File: src/rtl/mux_seq_pkg.sv
package mux_seq_pkg;

   typedef enum logic [1:0] {
      FILT_SHORT = 2'd0,
      FILT_MID   = 2'd1,
      FILT_LONG  = 2'd2,
      FILT_RSVD  = 2'd3
   } filt_code_e;

   // last sub-period index inside one slot (slot length minus one)
   function automatic logic [1:0] slot_last_sub(input logic [1:0] code);
      case (filt_code_e'(code))
         FILT_SHORT: return 2'd0;
         FILT_MID:   return 2'd1;
         default:    return 2'd2;   // long and reserved codes share length 3
      endcase
   endfunction

endpackage

File: src/rtl/mux_slot_walker.sv
module mux_slot_walker
   import mux_seq_pkg::*;
#(
   parameter int NW = 4
) (
   input  logic          clk,
   input  logic          rst_n,
   input  logic          tick,
   input  logic [NW-1:0] cfg_slots,
   input  logic [1:0]    cfg_code,
   output logic          evt_start,
   output logic          evt_done,
   output logic [NW-1:0] done_slot,
   output logic          settle
);

   localparam logic [NW-1:0] SLOT_ONE = NW'(1);

   logic          active_q;
   logic          settle_q;
   logic [NW-1:0] slot_q;
   logic [NW-1:0] nslots_q;
   logic [1:0]    sub_q;
   logic [1:0]    sub_max_q;

   logic boundary;
   logic evt_last;
   logic running;

   always_comb begin
      running   = active_q && !settle_q;
      boundary  = tick && (!active_q || settle_q);
      evt_start = boundary && (cfg_slots != '0);
      evt_done  = tick && running && (sub_q == sub_max_q);
      evt_last  = evt_done && ((slot_q + SLOT_ONE) == nslots_q);
      done_slot = slot_q;
      settle    = settle_q;
   end

   always_ff @(posedge clk or negedge rst_n) begin
      if (!rst_n) begin
         active_q  <= 1'b0;
         settle_q  <= 1'b0;
         slot_q    <= '0;
         nslots_q  <= '0;
         sub_q     <= '0;
         sub_max_q <= '0;
      end else if (boundary) begin
         active_q  <= (cfg_slots != '0);
         settle_q  <= 1'b0;
         slot_q    <= '0;
         sub_q     <= '0;
         nslots_q  <= cfg_slots;
         sub_max_q <= slot_last_sub(cfg_code);
      end else if (evt_done) begin
         sub_q <= '0;
         if (evt_last) begin
            settle_q <= 1'b1;
         end else begin
            slot_q <= slot_q + SLOT_ONE;
         end
      end else if (tick && running) begin
         sub_q <= sub_q + 2'd1;
      end
   end

endmodule

File: src/rtl/mux_result_reg.sv
module mux_result_reg #(
   parameter int NW        = 4,
   parameter int DW        = 16,
   parameter int AW        = 8,
   parameter int RAM_BASE  = 32,
   parameter bit HOLD_DATA = 1'b1
) (
   input  logic          clk,
   input  logic          rst_n,
   input  logic          evt_done,
   input  logic [NW-1:0] slot,
   input  logic [DW-1:0] data,
   output logic          conv_done,
   output logic [NW-1:0] conv_slot,
   output logic          ram_we,
   output logic [AW-1:0] ram_addr,
   output logic [DW-1:0] ram_wdata
);

   localparam logic [AW-1:0] BASE_ADDR = AW'(RAM_BASE);

   always_ff @(posedge clk or negedge rst_n) begin
      if (!rst_n) begin
         conv_done <= 1'b0;
         ram_we    <= 1'b0;
         conv_slot <= '0;
         ram_addr  <= '0;
      end else begin
         conv_done <= evt_done;
         ram_we    <= evt_done;
         if (evt_done) begin
            conv_slot <= slot;
            ram_addr  <= BASE_ADDR + AW'(slot);
         end
      end
   end

   generate
      if (HOLD_DATA) begin : g_hold
         always_ff @(posedge clk or negedge rst_n) begin
            if (!rst_n)        ram_wdata <= '0;
            else if (evt_done) ram_wdata <= data;
         end
      end else begin : g_zero
         always_ff @(posedge clk or negedge rst_n) begin
            if (!rst_n) ram_wdata <= '0;
            else        ram_wdata <= evt_done ? data : '0;
         end
      end
   endgenerate

endmodule

File: src/rtl/mux_xfer_window.sv
module mux_xfer_window #(
   parameter int PASS_PERIOD = 6,
   parameter int BUSY_LEN    = 13
) (
   input  logic clk,
   input  logic rst_n,
   input  logic pass_evt,
   output logic busy
);

   localparam int BW = $clog2(BUSY_LEN + 1);
   localparam logic [BW-1:0] BUSY_LOAD = BW'(BUSY_LEN);

   logic          fire;
   logic [BW-1:0] busy_q;

   generate
      if (PASS_PERIOD == 1) begin : g_every
         always_comb fire = pass_evt;
      end else begin : g_count
         localparam int PW = $clog2(PASS_PERIOD);
         localparam logic [PW-1:0] PASS_LAST = PW'(PASS_PERIOD - 1);
         logic [PW-1:0] pass_q;
         always_comb fire = pass_evt && (pass_q == PASS_LAST);
         always_ff @(posedge clk or negedge rst_n) begin
            if (!rst_n)        pass_q <= '0;
            else if (fire)     pass_q <= '0;
            else if (pass_evt) pass_q <= pass_q + PW'(1);
         end
      end
   endgenerate

   always_ff @(posedge clk or negedge rst_n) begin
      if (!rst_n)            busy_q <= '0;
      else if (fire)         busy_q <= BUSY_LOAD;
      else if (busy_q != '0) busy_q <= busy_q - BW'(1);
   end

   always_comb busy = (busy_q != '0);

endmodule

File: src/rtl/mux_frame_seq.sv
module mux_frame_seq
   import mux_seq_pkg::*;
#(
   parameter int NW         = 4,
   parameter int DW         = 16,
   parameter int AW         = 8,
   parameter int RAM_BASE   = 32,
   parameter int PRESAMPS   = 2,
   parameter int SUM_CYCLES = 3,
   parameter int CE_CYCLES  = 10,
   parameter bit HOLD_DATA  = 1'b1
) (
   input  logic          clk,
   input  logic          rst_n,
   input  logic          slow_tick,
   input  logic [NW-1:0] slot_cfg,
   input  logic [1:0]    filt_code,
   input  logic [DW-1:0] conv_data,
   output logic          pass_start,
   output logic          frame_sync,
   output logic          conv_done,
   output logic [NW-1:0] conv_slot,
   output logic          ram_we,
   output logic [AW-1:0] ram_addr,
   output logic [DW-1:0] ram_wdata,
   output logic          xfer_busy
);

   localparam int PASS_PERIOD = PRESAMPS * SUM_CYCLES;
   localparam int BUSY_LEN    = CE_CYCLES + (CE_CYCLES + 2) / 4;

   generate
      if (NW < 1 || DW < 1 || AW < 1) begin : g_bad_width
         $error("mux_frame_seq: widths must be positive");
      end
      if (PRESAMPS < 1 || SUM_CYCLES < 1) begin : g_bad_period
         $error("mux_frame_seq: pass period factors must be positive");
      end
      if (CE_CYCLES < 1) begin : g_bad_busy
         $error("mux_frame_seq: busy length must be positive");
      end
      if (RAM_BASE < 0 || (RAM_BASE + (1 << NW) - 1) >= (1 << AW)) begin : g_bad_addr
         $error("mux_frame_seq: result area exceeds address range");
      end
   endgenerate

   logic          evt_start;
   logic          evt_done;
   logic [NW-1:0] done_slot;
   logic          settle;

   mux_slot_walker #(.NW(NW)) u_walker (
      .clk       (clk),
      .rst_n     (rst_n),
      .tick      (slow_tick),
      .cfg_slots (slot_cfg),
      .cfg_code  (filt_code),
      .evt_start (evt_start),
      .evt_done  (evt_done),
      .done_slot (done_slot),
      .settle    (settle)
   );

   mux_result_reg #(
      .NW(NW), .DW(DW), .AW(AW), .RAM_BASE(RAM_BASE), .HOLD_DATA(HOLD_DATA)
   ) u_result (
      .clk       (clk),
      .rst_n     (rst_n),
      .evt_done  (evt_done),
      .slot      (done_slot),
      .data      (conv_data),
      .conv_done (conv_done),
      .conv_slot (conv_slot),
      .ram_we    (ram_we),
      .ram_addr  (ram_addr),
      .ram_wdata (ram_wdata)
   );

   mux_xfer_window #(
      .PASS_PERIOD(PASS_PERIOD), .BUSY_LEN(BUSY_LEN)
   ) u_xfer (
      .clk      (clk),
      .rst_n    (rst_n),
      .pass_evt (evt_start),
      .busy     (xfer_busy)
   );

   always_ff @(posedge clk or negedge rst_n) begin
      if (!rst_n) pass_start <= 1'b0;
      else        pass_start <= evt_start;
   end

   always_comb frame_sync = settle;

endmodule

File: config.mk
export PLATFORM = sky130hd
export DESIGN_NAME = mux_frame_seq
export DESIGN_NICKNAME = d
export VERILOG_FILES = /design/src/rtl/mux_seq_pkg.sv /design/src/rtl/mux_slot_walker.sv /design/src/rtl/mux_result_reg.sv /design/src/rtl/mux_xfer_window.sv /design/src/rtl/mux_frame_seq.sv
export SDC_FILE = /design/constraint.sdc
export NUM_CORES = 1
export LEC_CHECK = 0
export ABC_CLOCK_PERIOD_IN_PS = 1770
export BUFFER_PORTS_ARGS = -buffer_cell sky130_fd_sc_hd__buf_2
export CAP_MARGIN = 30
export CORE_ASPECT_RATIO = 1.5
export CORE_MARGIN = 5
export CORE_UTILIZATION = 52
export CTS_CLUSTER_DIAMETER = 120
export DETAILED_ROUTE_END_ITERATION = 10
export PLACE_DENSITY = 0.8
export SLEW_MARGIN = 10
export SYNTH_ARGS = -nofsm -noshare
export SYNTH_HDL_FRONTEND = slang
export SYNTH_SLANG_ARGS = --single-unit
File: constraint.sdc
create_clock -name clk -period 1.77 [get_ports clk]
set_input_delay 0.0885 -clock clk [delete_from_list [all_inputs] [get_ports clk]]
set_output_delay 0.0885 -clock clk [all_outputs]
set_load 0.02 [all_outputs]
==> summary.md <==
| Metric | Value |
|---|---|
| Status | `complete, no violations` |
| DRC violations left | `0` |
| I/O Pins | `58` |
| Crit path from | `u_walker.done_slot[1]$_DFFE_PN0P_` |
| Ys Warns | `0` |
| Input/output buffers | `54` |
| Initial cell density of the core | `0.534` |
| DR vias/cell | `4.97` |
| CTS sink count | `44` |
| Via count | `1604` |
| Worst setup endpoint | `u_walker.done_slot[2]$_DFFE_PN0P_` |
| R2r endpoint | `u_walker.done_slot[2]$_DFFE_PN0P_` |
| Final design utilization | `0.675` |
| Max-cap violations | `0` |
| Iter 0 DRT Violations | `58` |
| Final worst slack | `0.0638 ns` |
| Sequential share of the synthesized area | `0.525` |
| R2R setup slack | `0.06 ns` |
| Mapped Area | `0.00210 mm^2` |
| Root Buffer | `clkbuf_8` |
| EDFF count, synth | `0` |
| Arr. time, crit path | `1.87 ns` |
| Synth Register Bits | `44` |
| Setup-failing EPs final | `0` |
| Hold Path Depth | `3` |
| Drt first pass iters | `4` |
| CTS tree | `yes` |
| Peak supply drop | `1.07 mV` |
| Worst-Margin Slew | `0.508 ns` |
| Mapped Avg Cell Area | `10.2 um^2` |
| WHS | `0.0145 ns` |
| Final std cells w/o fill | `323` |
| Leak | `1.41 nW` |
| Max Buffers Root-to-Sink | `2` |
| Gp weighted congestion | `0.918` |
| DR WL/cell | `13.6 um` |
| Die ar. | `0.00543 mm^2` |
| Antenna violations before repair | `0` |
| Worst-path clk slew | `0.07 ns` |
| DPL Wire Length | `3140 um` |
| Placed Instances | `297` |
| Max Fclk | `0.586 GHz` |
| GRT Residual Overflow | `0` |
| Hold/Removal Path Class | `primary input to flop` |
| Yosys cell types | `40` |
| Syn Inst Count | `205` |
| Share of post-route cells with drive strength above 1 | `0.313` |
| Dominant synthesized flop cell | `dfrtp_1` |
| Worst setup EP type | `flop` |
| Vias in the first global route | `1660` |
| Worst Skew | `0.00812 ns` |
| CTS Buf Count | `5` |
| Floorplan row count | `28` |
| Critical R2R Launch | `u_walker.done_slot[1]$_DFFE_PN0P_` |
| Total Wirelength | `4380 um` |
| Setup TNS | `0 ns` |
| Tcrit/Tclk final | `0.964` |
| Crit Path Class | `flop to flop` |
| Fillers | `313` |
| Max-Slew Margin vs Limit | `0.661` |
| Largest net degree at the start of global routing | `24` |
| First-pass GRT wire length | `7290 um` |
| Nets | `307` |
| Die height | `87.8 um` |
| Chip width | `61.9 um` |
| Clk Latency, worst-skew pair | `0.29 ns` |
| Peak fanout along the critical path | `4` |
| Core Area | `0.00392 mm^2` |
| DP Worst Slack | `0.0852 ns` |
| Min cycle time layout | `1.71 ns` |
| R2R cell count | `5` |
| Gr usage total | `0.182` |
| Power per cell area | `1700 mW/mm^2` |
| # diodes | `0` |
| Final slew viol count | `0` |
| Type of origin of the critical path | `flop` |
| Area growth syn-to-layout | `26.4%` |
| Worst Path Required | `1.94 ns` |
| Asr flop ratio synth | `1.00` |
| Final hold violation count | `0` |
| Remaining antenna violation count after routing | `0` |
| H-tree lvl count | `2` |
[metal layers]
metal  GRT usage  wire [um]
met5           0          0
met4      0.0830        101
met3      0.0442        255
met2       0.317       2290
met1       0.200       1730
[synth_stat cells, types with 2 or more instances]
cell type,n,area (um^2)
nand3_2,2,20.0
nand3_1,5,25.0
xnor2_1,4,35.0
o21ai_0,5,25.0
a21boi_1,2,15.0
buf_4,9,67.6
and3_1,2,12.5
inv_1,6,22.5
o211ai_1,4,30.0
nand3b_1,2,15.0
nand2_1,70,263
nand2b_1,5,31.3
dfrtp_1,44,1100
nor2_1,4,15.0
xor2_2,2,32.5
mux2_2,5,56.3
ha_1,5,62.6
buf_6,4,45.0
xor2_1,4,35.0
[state kept, by name, indices dropped and copies added, names as in the netlist]
name                   count
u_result.ram_wdata        16
u_walker.done_slot         4
u_walker.nslots_q          4
u_xfer.busy_q              4
u_result.conv_slot         3
u_xfer.g_count.pass_q      3
u_result.ram_addr          2
u_walker.sub_max_q         2
u_walker.sub_q             2
pass_start                 1
u_result.conv_done         1
u_walker.active_q          1
u_walker.settle            1
[critical path, stage by stage (launching register included)]
cell and delay, ns:
dfrtp_1 0.42, ha_1 0.23, xnor3_1 0.40, nand3_1 0.15
o2111ai_1 0.26, o311ai_2 0.13
[area by class of cell]
| type | count | area [um^2] | share of cell area |
|---|---|---|---|
| Sequential cell | 44 | 1100 | 0.415 |
| Multi-Input combinational cell | 140 | 856 | 0.323 |
| Timing Repair Buffer | 78 | 515 | 0.195 |
| Clock buffer | 8 | 90.1 | 0.0340 |
| Tap cell | 45 | 56.3 | 0.0212 |
| Inverter | 8 | 31.3 | 0.0118 |
[layout by cell type, fill, tap and decap left out, types with 2 or more instances in the layout]
cell type | Yosys | routed
a21boi_1 | 2 | 2
buf_12 | 0 | 2
buf_2 | 1 | 54
buf_4 | 9 | 6
clkbuf_1 | 1 | 2
clkbuf_8 | 0 | 6
conb_1 | 1 | 3
dfrtp_1 | 44 | 44
dlygate4sd3_1 | 0 | 16
ha_1 | 5 | 5
inv_1 | 6 | 6
mux2_2 | 5 | 5
nand2_1 | 70 | 70
nand2b_1 | 5 | 5
nand3_1 | 5 | 5
nand3_2 | 2 | 2
nand3b_1 | 2 | 2
nor2_1 | 4 | 4
o211ai_1 | 4 | 4
o21ai_0 | 5 | 5
xnor2_1 | 4 | 4
xor2_1 | 4 | 4
xor2_2 | 2 | 2
[worst min-delay path by stage]
stage / slack [ns] / start / endpoint
4_1_cts: 0.02 / conv_data[0] / u_result.ram_wdata[0]$_DFFE_PN0P_
6_report: 0.01 / conv_data[0] / u_result.ram_wdata[0]$_DFFE_PN0P_
3_5_place_dp: 0.09 / rst_n / u_result.ram_wdata[3]$_DFFE_PN0P_
2_1_floorplan: -0.21 / rst_n / pass_start$_DFF_PN0_
3_3_place_gp: 0.08 / rst_n / u_result.ram_wdata[12]$_DFFE_PN0P_
5_1_grt: 0.03 / conv_data[0] / u_result.ram_wdata[0]$_DFFE_PN0P_
[where the power goes]
group,internal (mW),leakage [nW],switching [mW]
combinational,0.900,0.807,1.26
clock,0.318,0.0455,0.312
sequential,1.44,0.553,0.284
[logic make-up after synthesis]
family                     after synthesis  synth area share
muxes                                    5            0.0268
adders and majority gates                5            0.0298
and+or+nand+nor                         95             0.200
buffers and inverters                   23            0.0728
DFF                                     44             0.525
other                                    1           0.00179
AOI/OAI and AO/OA                       21            0.0841
xor gates and xnor gates                11            0.0597
[what timing repair did]
item,4_1_cts,5_1_grt
endpoints found under the setup margin,0,4
hold endpoints to repair,36,0
hold buffers,16,0
resized for setup,0,1
buffers inserted,0,2
[metrics by stage]
step / power [mW] / area [um^2]
2_1_floorplan: 3.28 / 2100
3_3_place_gp: 3.72 / 2380
3_5_place_dp: 3.83 / 2380
4_1_cts: 4.50 / 2630
5_1_grt: 4.88 / 2650
6_report: 4.52 / 2650
No activity file was read; power rests on OpenSTA's default activity.
